**src/rtl/spi_regport.sv**
```systemverilog
module spi_regport #(
  parameter int NREGS = 11,
  parameter logic [4:0] OPC_FIXED = 5'b01000
) (
  input  logic       clk,
  input  logic       rst_n,
  input  logic [1:0] hw_addr,
  input  logic       ptr_hold,
  input  logic       spi_sck,
  input  logic       spi_cs_n,
  input  logic       spi_si,
  output logic       spi_so,
  output logic       spi_so_oe,
  output logic [7:0] reg_addr,
  output logic       reg_wr,
  output logic [7:0] reg_wdata,
  output logic       reg_rd,
  input  logic [7:0] reg_rdata
);
  localparam logic [7:0] LAST = 8'(NREGS - 1);

  typedef enum logic [1:0] {PH_OPC, PH_ADR, PH_DATA, PH_SKIP} phase_t;

  logic [1:0] cs_p, si_p;
  logic [2:0] sck_p;
  phase_t     phase;
  logic [2:0] cnt;
  logic [7:0] sh, tx, ptr;
  logic       rw, so_q;

  always_ff @(posedge clk or negedge rst_n)
    if (!rst_n) begin
      cs_p  <= 2'b11;
      si_p  <= '0;
      sck_p <= '0;
    end else begin
      cs_p  <= {cs_p[0], spi_cs_n};
      si_p  <= {si_p[0], spi_si};
      sck_p <= {sck_p[1:0], spi_sck};
    end

  wire       cs_hi     = cs_p[1];
  wire       sck_rise  = sck_p[1] & ~sck_p[2] & ~cs_hi;
  wire       sck_fall  = ~sck_p[1] & sck_p[2] & ~cs_hi;
  wire [7:0] byte_in   = {sh[6:0], si_p[1]};
  wire       op_match  = (byte_in[7:3] == OPC_FIXED) && (byte_in[2:1] == hw_addr);
  wire [7:0] ptr_next  = ptr_hold ? ptr : (ptr >= LAST ? 8'd0 : ptr + 8'd1);

  always_ff @(posedge clk or negedge rst_n)
    if (!rst_n) begin
      phase     <= PH_OPC;
      cnt       <= '0;
      sh        <= '0;
      tx        <= '0;
      ptr       <= '0;
      rw        <= 1'b0;
      so_q      <= 1'b0;
      reg_wr    <= 1'b0;
      reg_rd    <= 1'b0;
      reg_wdata <= '0;
    end else begin
      reg_wr <= 1'b0;
      reg_rd <= 1'b0;
      if (reg_rd) tx <= reg_rdata;
      if (reg_wr) ptr <= ptr_next;
      if (cs_hi) begin
        phase <= PH_OPC;
        cnt   <= '0;
      end else begin
        if (sck_rise && phase != PH_SKIP) begin
          sh  <= byte_in;
          cnt <= cnt + 3'd1;
          if (cnt == 3'd7)
            case (phase)
              PH_OPC:
                if (op_match) begin
                  rw    <= byte_in[0];
                  phase <= PH_ADR;
                end else
                  phase <= PH_SKIP;
              PH_ADR: begin
                ptr    <= byte_in;
                reg_rd <= rw;
                phase  <= PH_DATA;
              end
              PH_DATA:
                if (rw) begin
                  ptr    <= ptr_next;
                  reg_rd <= 1'b1;
                end else begin
                  reg_wr    <= 1'b1;
                  reg_wdata <= byte_in;
                end
              default: ;
            endcase
        end
        if (sck_fall && phase == PH_DATA && rw) begin
          so_q <= tx[7];
          tx   <= {tx[6:0], 1'b0};
        end
      end
    end

  assign reg_addr  = ptr;
  assign spi_so    = so_q;
  assign spi_so_oe = ~cs_hi & (phase == PH_DATA) & rw;

  AST_STROBE_EXCL: assert property (@(posedge clk) disable iff (!rst_n) !(reg_wr && reg_rd));
  AST_WR_SINGLE: assert property (@(posedge clk) disable iff (!rst_n) reg_wr |=> !reg_wr);
  AST_SKIP_SILENT: assert property (@(posedge clk) disable iff (!rst_n) phase == PH_SKIP |-> !reg_wr && !reg_rd && !spi_so_oe);
  AST_DESELECT: assert property (@(posedge clk) disable iff (!rst_n) cs_hi |=> phase == PH_OPC);
  AST_WRAP: assert property (@(posedge clk) disable iff (!rst_n) reg_wr && !ptr_hold && ptr == LAST |=> ptr == 8'd0);
  AST_HOLD: assert property (@(posedge clk) disable iff (!rst_n) reg_wr && ptr_hold |=> $stable(ptr));
  AST_OE_READ: assert property (@(posedge clk) disable iff (!rst_n) spi_so_oe |-> rw && !spi_cs_n || $rose(spi_cs_n) || cs_p[0]);
endmodule

```
**config.mk**
```make
export PLATFORM = sky130hd
export DESIGN_NAME = spi_regport
export DESIGN_NICKNAME = d
export VERILOG_FILES = /design/src/rtl/spi_regport.sv
export SDC_FILE = /design/constraint.sdc
export NUM_CORES = 1
export LEC_CHECK = 0
export BUFFER_PORTS_ARGS = -buffer_cell sky130_fd_sc_hd__buf_2
export CORE_UTILIZATION = 50
export CTS_CLUSTER_DIAMETER = 40
export CTS_CLUSTER_SIZE = 28
export DETAILED_ROUTE_END_ITERATION = 10
export PLACE_DENSITY = 0.79
export SKIP_CTS_REPAIR_TIMING = 1
export SYNTH_ARGS = -nofsm -noshare
export SYNTH_HDL_FRONTEND = slang
export SYNTH_SLANG_ARGS = --single-unit
```
**constraint.sdc**
```tcl
create_clock -name clk -period 4.5 [get_ports clk]
set_input_delay 1.125 -clock clk [delete_from_list [all_inputs] [get_ports clk]]
set_output_delay 1.125 -clock clk [all_outputs]
set_load 0.02 [all_outputs]
```
=== Word level (Yosys, flattened, before mapping) ===
Cells that the tools add are included.

* Bits of input ports: 16
* Logic and storage cells: 73
* Output and inout port bits: 20
* Bits in registers: 47

* $lt $le $gt $ge: 1
* Eq/ne operators: 6
* Bitwise logic cells: 10
* Muxes and demuxes: 28
* Reduce and logical (&&, ||, !) cells: 13
* Add/subtract/negate cells: 2

{| class="wikitable"
|+ Operators with widths
! cell !! number
|-
| 2-to-1 mux 8 bit || 10
|-
| case mux 8 bit (2 select lines) || 1
|-
| AND reduction 5 bit || 2
|-
| 2-to-1 mux 1 bit || 9
|-
| adder 8 x 1 -> 8 bit (second input constant) || 1
|-
| greater-or-equal comparator 8 x 4 -> 1 bit (second input constant) || 1
|-
| 2-to-1 mux 2 bit || 4
|-
| bitwise AND 1 bit || 6
|-
| 2-to-1 mux 3 bit || 2
|-
| == test 5 x 4 -> 1 bit (second input constant) || 1
|-
| logical AND 1 bit || 4
|-
| inverter 1 bit || 4
|-
| case mux 2 bit (2 select lines) || 1
|-
| AND reduction 2 bit || 2
|-
| nonzero test 2 bit || 2
|-
| adder 3 x 1 -> 3 bit (second input constant) || 1
|-
| == test 3 bit (second input constant) || 1
|-
| AND reduction 3 bit || 1
|-
| nonzero test 3 bit || 1
|-
| == test 2 x 1 -> 1 bit (second input constant) || 1
|-
| == test 2 bit || 1
|-
| == test 2 bit (second input constant) || 1
|-
| logical NOT 2 bit || 1
|-
| != test 2 bit (second input constant) || 1
|-
| case mux 1 bit (2 select lines) || 1
|}

=== Logic depth before layout (Yosys ltp) ===
Gate-level depths: netlist of the first run.

* Depth after elaboration: 9
* Depth in mapped cells: 7
* Depth with buffers taken out: 7

=== Worst setup path before layout of the first run ===
OpenSTA, ideal clock, no wires.

* Path type: input to register
* Start point: input ptr_hold
* End point: register ptr[3] (netlist: reg_addr[3])
* Path slack: 2.189 ns
* Arrival: 2.239 ns
* Required time: 4.428 ns
* Path buffers: 1
* Cell stages on the path: 6
* Setup time: 0.072 ns
* Path through: clkbuf_1 nand4b_1 or3_1 a211oi_1 a2111oi_0 nor2_1

* Cells in the longest elaborated chain, start to end: 7

{| class="wikitable"
|+ RTL lines
! element !! RTL line !! source
|-
| from (decl) || 8 || <nowiki>input logic ptr_hold,</nowiki>
|-
| 2-to-1 mux 8 bit (*) || 47 || <nowiki>wire [7:0] ptr_next = ptr_hold ? ptr : (ptr >= LAST ? 8'd0 : ptr + 8'd1);</nowiki>
|-
| 2-to-1 mux 8 bit || 65 || <nowiki>if (reg_wr) ptr <= ptr_next;</nowiki>
|-
| 2-to-1 mux 8 bit || 87 || <nowiki>if (rw) begin</nowiki>
|-
| case mux 8 bit (2 select lines) || 74 || <nowiki>case (phase)</nowiki>
|-
| 2-to-1 mux 8 bit || 73 || <nowiki>if (cnt == 3'd7)</nowiki>
|-
| 2-to-1 mux 8 bit || 70 || <nowiki>if (sck_rise && phase != PH_SKIP) begin</nowiki>
|-
| 2-to-1 mux 8 bit (*) || 66 || <nowiki>if (cs_hi) begin</nowiki>
|-
| to (signal assigned) || 65 ||
|-
| to (signal assigned) || 82 || <nowiki>ptr <= byte_in;</nowiki>
|-
| to (signal assigned) || 88 || <nowiki>ptr <= ptr_next;</nowiki>
|-
| to (decl) || 28 || <nowiki>logic [7:0] sh, tx, ptr;</nowiki>
|}

Every way passes the cells marked *; elsewhere a longest branch is shown, timed or not.
A chain may end at the register's enable or synchronous reset.

=== Worst setup path in the final report of the first run ===
* Start point: register phase[0]
* End point: output spi_so_oe

* Cells in the longest elaborated chain, start to end: 3

{| class="wikitable"
|+ RTL lines
! element !! RTL line !! source
|-
| from (decl) || 26 || <nowiki>phase_t phase;</nowiki>
|-
| from (signal assigned) || 51 || <nowiki>phase <= PH_OPC;</nowiki>
|-
| from (signal assigned) || 67 || <nowiki>phase <= PH_OPC;</nowiki>
|-
| from (signal assigned) || 78 || <nowiki>phase <= PH_ADR;</nowiki>
|-
| == test 2 bit || 106 || <nowiki>assign spi_so_oe = ~cs_hi & (phase == PH_DATA) & rw;</nowiki>
|-
| bitwise AND 1 bit (2 in a row) || 106 ||
|-
| to (decl) || 13 || <nowiki>output logic spi_so_oe,</nowiki>
|}

Every way passes these cells.

==> results of run 1 <==
==> power by group <==
part	switching [W]	internal, W
Combinational	0.0000261	0.0000351
Clock	0.000147	0.000111
Sequential	0.0000479	0.000453
Total	0.000221	0.000599
==> logic make-up after synthesis <==
family | count (synthesis) | synth area share, %
AOI/OAI and AO/OA | 48 | 13.13
xor gates and xnor gates | 2 | 0.7532
buffers and inverters | 15 | 2.743
and+or+nand+nor | 64 | 15.01
adders and majority gates | 8 | 4.304
muxes | 26 | 13.39
DFF | 47 | 50.67
==> sequential cells by signal, indices dropped and copies added (netlist names), 3 cells and up <==
signal and count:
reg_addr 8, cnt 3, reg_wdata 8, tx 8, sh 7, sck_p 3
==> per-layer routing <==
| metal | vias up | share of wire [%] | track usage, % | wire length (um) |
|---|---|---|---|---|
| met3 | 8 | 5.7 | 5.339 | 279 |
| met2 | 62 | 47 | 30.66 | 2288 |
| met1 | 857 | 46 | 31.39 | 2230 |
| met5 | - | 0 | 0 | 0 |
| met4 | 0 | 1.7 | 7.778 | 83 |
| li1 | 838 | - | - | - |
==> Yosys cell counts, drive strengths merged (3+ instances only) <==
| cell | count |
|---|---|
| inv | 6 |
| a211oi | 3 |
| mux2i | 9 |
| nand2b | 5 |
| mux2 | 17 |
| ha | 8 |
| dfrtp | 45 |
| o21ai | 17 |
| nand3 | 4 |
| nand2 | 20 |
| nor2 | 14 |
| a32o | 3 |
| nor4b | 3 |
| a21oi | 11 |
| clkbuf | 8 |
| nor4 | 3 |
| or3 | 3 |
==> area by class of cell <==
class	instances	share of cell area [%]
Tap cell	52	2.479
Multi-Input combinational cell	148	41.52
Timing Repair Buffer	35	6.673
Clock buffer	5	2.622
Sequential cell	47	44.90
Clock inverter	3	0.9533
Inverter	6	0.8580
==> worst min-delay path by stage <==
stage | depth (start not counted) | slack [ns] | endpoint | from
global placement | 0 | 0.33 | si_p[1] | si_p[0]
floorplan | 0 | 0.33 | sck_p[1] | sck_p[0]
detailed placement | 0 | 0.34 | sck_p[1] | sck_p[0]
finish | 0 | 0.36 | sck_p[1] | sck_p[0]
global route | 0 | 0.36 | cs_p[1] | cs_p[0]
CTS | 0 | 0.36 | si_p[1] | si_p[0]
==> per-stage QoR <==
| stage | total power, W | util [%] | worst slack (ns) | hold slack (ns) |
|---|---|---|---|---|
| floorplan | 0.0005292 | - | 2.189 | 0.3312 |
| global placement | 0.0005670 | 57.34 | 1.955 | 0.3324 |
| detailed placement | 0.0005695 | 57.34 | 1.898 | 0.3413 |
| CTS | 0.0008284 | 59.47 | 1.761 | 0.3615 |
| global route | 0.0008566 | 59.47 | 1.629 | 0.3641 |
| finish | 0.0008204 | 59.47 | 1.747 | 0.3582 |
==> metrics.cfg, run 1 <==
[drt]
drtAntennaViolNets = 0
first_iter_violations = 195
avgViaCountPerCell = 5.963
routed_wl_um = 4882
firstDrtPassIters = 4
vias = 1765
route.detailed.drc = 0
avgRoutedWirePerCell_um = 16.49

[global_route]
grt_use_total_pct = 21.39
grt_first_pass_wirelength_um = 8114
grt_max_degree = 48
antenna_found_initial = 0
overflow = 0
grt_pass1_vias = 1598

[synth]
synth.cell_area_um2 = 2326
ys_ff_latch = 47
syn-num-nets = 234
ys_types = 45
synth_warnings = 0
syn_avg_cell_area_um2 = 11.08
yosys_most_used_dff = dfrtp_1
synth_edf_count = 0
yosysTopAreaCell = dfrtp_1
ys_top_cells_by_area = dfrtp_1 (48%), mux2_4 (5.2%), mux2_2 (4.4%), ha_1 (4.3%), mux2i_1 (3.9%)
synth_cells = 210
synth-async-reset-ratio_pct = 100.0
yosysTopAreaCellShare_pct = 48.41
yosysSeqAreaShare_pct = 50.67

[sta]
report.final.slew_viol_count = 0
setup_viol = 0
min_period_over_period_pct = 61.17
tightest_slew_ns = 1.136
slew_headroom_pct = 24.06
finalHoldViolCount = 0
setup-tns-final_ns = 0
fin_crit_ns = 2.753
fin_skew_ns = 0.009611
rsz0062_at_grt = false
fmax_mhz = 363.3

[critical_path]
crit_buf_inv = 2
endpoint_kind = output pin
regToRegSetupSlack_ns = 1.88
path_cells = inv_1 -> ha_1 -> nand2_1 -> nor2_1 -> buf_2
startpoint_type = register
crit_end = spi_so_oe
ff2ff_path_depth = 5
path_class = register to output pin
cp.arrival_ns = 1.63
cp.depth = 5
worstPathMaxFanout = 8
critPathTopFamily = flip-flops
reg2reg_from = phase[1]
slowest_stage = dfrtp_1
reg2reg_to = reg_wdata[6]
crit_start = phase[0]
cp_slowest_stage_delay_ns = 0.42
required_ns = 3.38

[cells_and_area]
syn_to_final_growth_pct = 12.86
mostFrequentLayoutCells = dfrtp_1 (45), buf_2 (35), nand2_1 (19)
layout-drive-gt1-share_pct = 27.46
final_common_cell = dfrtp_1
finalNonFillerCells = 296
nNetsFinal = 267
antenna_cells = 0
register_area_um2 = 1179
multiInputGateArea_um2 = 1090
final_cell_area_um2 = 2625
final.fill_count = 373

[clock_tree]
clk_latency_ns = 0.31
htreeDepth = 2
path_clk_slew_ns = 0.08
cts.sinks = 47
root_buffer = clkbuf_8
cts_tree = built
cts_buffers = 5
clock_path_buffers = 2

[placed_design]
dp.cells = 288
hpwlAfterDp_um = 3357
gp_congestion = 0.9225
numPortBuffers = 35
place_area_um2 = 2531

[status]
status = complete, no violations

[flow_run]
cap_violations = 0

[pwr]
vdd_drop_max_mv = 0.1901
p_leak_nw = 1.172
power_density_nw_per_um2 = 312.5

[die]
die_w_um = 70.21
start_util_pct = 52.69
die-area_um2 = 4929
coreArea_um2 = 4414
rows = 24
dieHeight_um = 70.21
io_pins = 36

[hold_path]
hp-class = register to register

(Power assumes the default switching activity.)
==> run 2: changes to the inputs <==
- clock period: 4.5 -> 2.6 ns (I/O delays scaled with it)
==> metrics.cfg, run 2 (synthesis results as in run 1) <==
[pwr]
power_density_nw_per_um2 = 536.8
p_leak_nw = 1.190
vdd_drop_max_mv = 0.5247

[cells_and_area]
fin_util_pct = 60.03
nNetsFinal = 271
layout-drive-gt1-share_pct = 28.23
final_common_cell = dfrtp_1
antenna_cells = 0
final.fill_count = 385
mostFrequentLayoutCells = dfrtp_1 (45), buf_2 (35), nand2_1 (19)
syn_to_final_growth_pct = 13.93

[sta]
slew_headroom_pct = 51.06
setup-tns-final_ns = 0
fin_skew_ns = 0.01277
min_period_over_period_pct = 85.40
finalHoldViolCount = 0
rsz0062_at_grt = false
setup_viol = 0
fmax_mhz = 450.4
report.final.slew_viol_count = 0
tightest_slew_ns = 0.7274
fin_ws_ns = 0.3795
fin_crit_ns = 2.220

[drt]
routed_wl_um = 4789
avgRoutedWirePerCell_um = 15.96
drtAntennaViolNets = 0
firstDrtPassIters = 4
route.detailed.drc = 0
first_iter_violations = 300
avgViaCountPerCell = 5.897
vias = 1769

[global_route]
grt_max_degree = 24
grt_first_pass_wirelength_um = 8059
overflow = 0
grt_use_total_pct = 21.23
grt_pass1_vias = 1691
antenna_found_initial = 0

[critical_path]
crit_buf_inv = 2
slowest_stage = dfrtp_1
cp_slowest_stage_delay_ns = 0.42
required_ns = 1.95
cp.depth = 5
worstPathMaxFanout = 8
cp.arrival_ns = 1.57
ff2ff_path_depth = 7
critPathTopFamily = flip-flops
path_cells = inv_1 -> ha_1 -> nand2_1 -> nor2_1 -> buf_2
path_class = register to output pin
startpoint_type = register
endpoint_kind = output pin

[die]
die-area_um2 = 4929
dieHeight_um = 70.21
start_util_pct = 52.69
coreArea_um2 = 4414
die_w_um = 70.21
io_pins = 36
rows = 24

[hold_path]
hp-class = primary input to async pin

[placed_design]
gp_congestion = 0.9502
hpwlAfterDp_um = 3437
numPortBuffers = 35
pre_cts_ws_ns = 0.5419

[clock_tree]
clock_path_buffers = 2
htreeDepth = 2
clk_latency_ns = 0.31
cts_buffers = 5
path_clk_slew_ns = 0.09
cts_tree = built
cts.sinks = 47
root_buffer = clkbuf_8

[flow_run]
cap_violations = 0

[status]
status = complete, no violations

run 2: cell count changes in the layout (fill, tap and decap cells not counted), sizes merged:
cell    previous run  this run
clkinv             2         0
inv                6         7
clkbuf             5         6
buf               35        39
run 2: routing by layer:
| metal | vias up | global-route usage (%) | part of all wire, % |
|---|---|---|---|
| met5 | - | 0 | 0 |
| met4 | 0 | 10.89 | 2.2 |
| met3 | 11 | 4.473 | 6.3 |
| met2 | 63 | 31.62 | 46 |
| met1 | 854 | 29.29 | 45 |
| li1 | 841 | - | - |
run 2: report_power, final:
part           total, W  leakage [nW]  switching [W]  internal [W]
Combinational  0.000110         0.566      0.0000468     0.0000635
Sequential     0.000865         0.582      0.0000809      0.000784
Clock          0.000447        0.0418       0.000254      0.000193
Total           0.00142          1.19       0.000382       0.00104
run 2: layout make-up:
| class | instances | area (um^2) | area share, % |
|---|---|---|---|
| Clock inverter | 2 | 16.27 | 0.6138 |
| Sequential cell | 47 | 1179 | 44.48 |
| Inverter | 6 | 22.52 | 0.8499 |
| Clock buffer | 6 | 72.57 | 2.738 |
| Tap cell | 52 | 65.06 | 2.455 |
| Multi-Input combinational cell | 148 | 1090 | 41.12 |
| Timing Repair Buffer | 39 | 205.2 | 7.743 |
run 2: worst paths after layout:
path / startpoint / endpoint / slack, ns
setup / recovery: phase[0] / spi_so_oe / 0.38
hold / removal: rst_n / reg_addr[2] / 0.29
setup reg to reg: phase[0] / reg_addr[5] / 0.52
hold reg to reg: sck_p[0] / sck_p[1] / 0.36
max in group asynchronous: rst_n / cs_p[0] / 1.65
min in group clk: sck_p[0] / sck_p[1] / 0.36
run 2: worst register-to-register path, cell delays in order (launching register included):
cell	delay (ns)
dfrtp_1	0.42
ha_1	0.24
nor4b_4	0.25
buf_4	0.28
and3_1	0.31
nand3_1	0.11
o211a_1	0.16
a32o_1	0.21
run 2: metrics by stage:
step,std cells,hold slack [ns],total power (W),cell area (um^2)
2_1_floorplan,210,0.3312,0.0009159,2326
3_3_place_gp,292,0.3326,0.0009823,2561
3_5_place_dp,292,0.3379,0.0009918,2561
4_1_cts,300,0.3117,0.001435,2650
5_1_grt,300,0.3358,0.001480,2650
6_report,300,0.2919,0.001422,2650
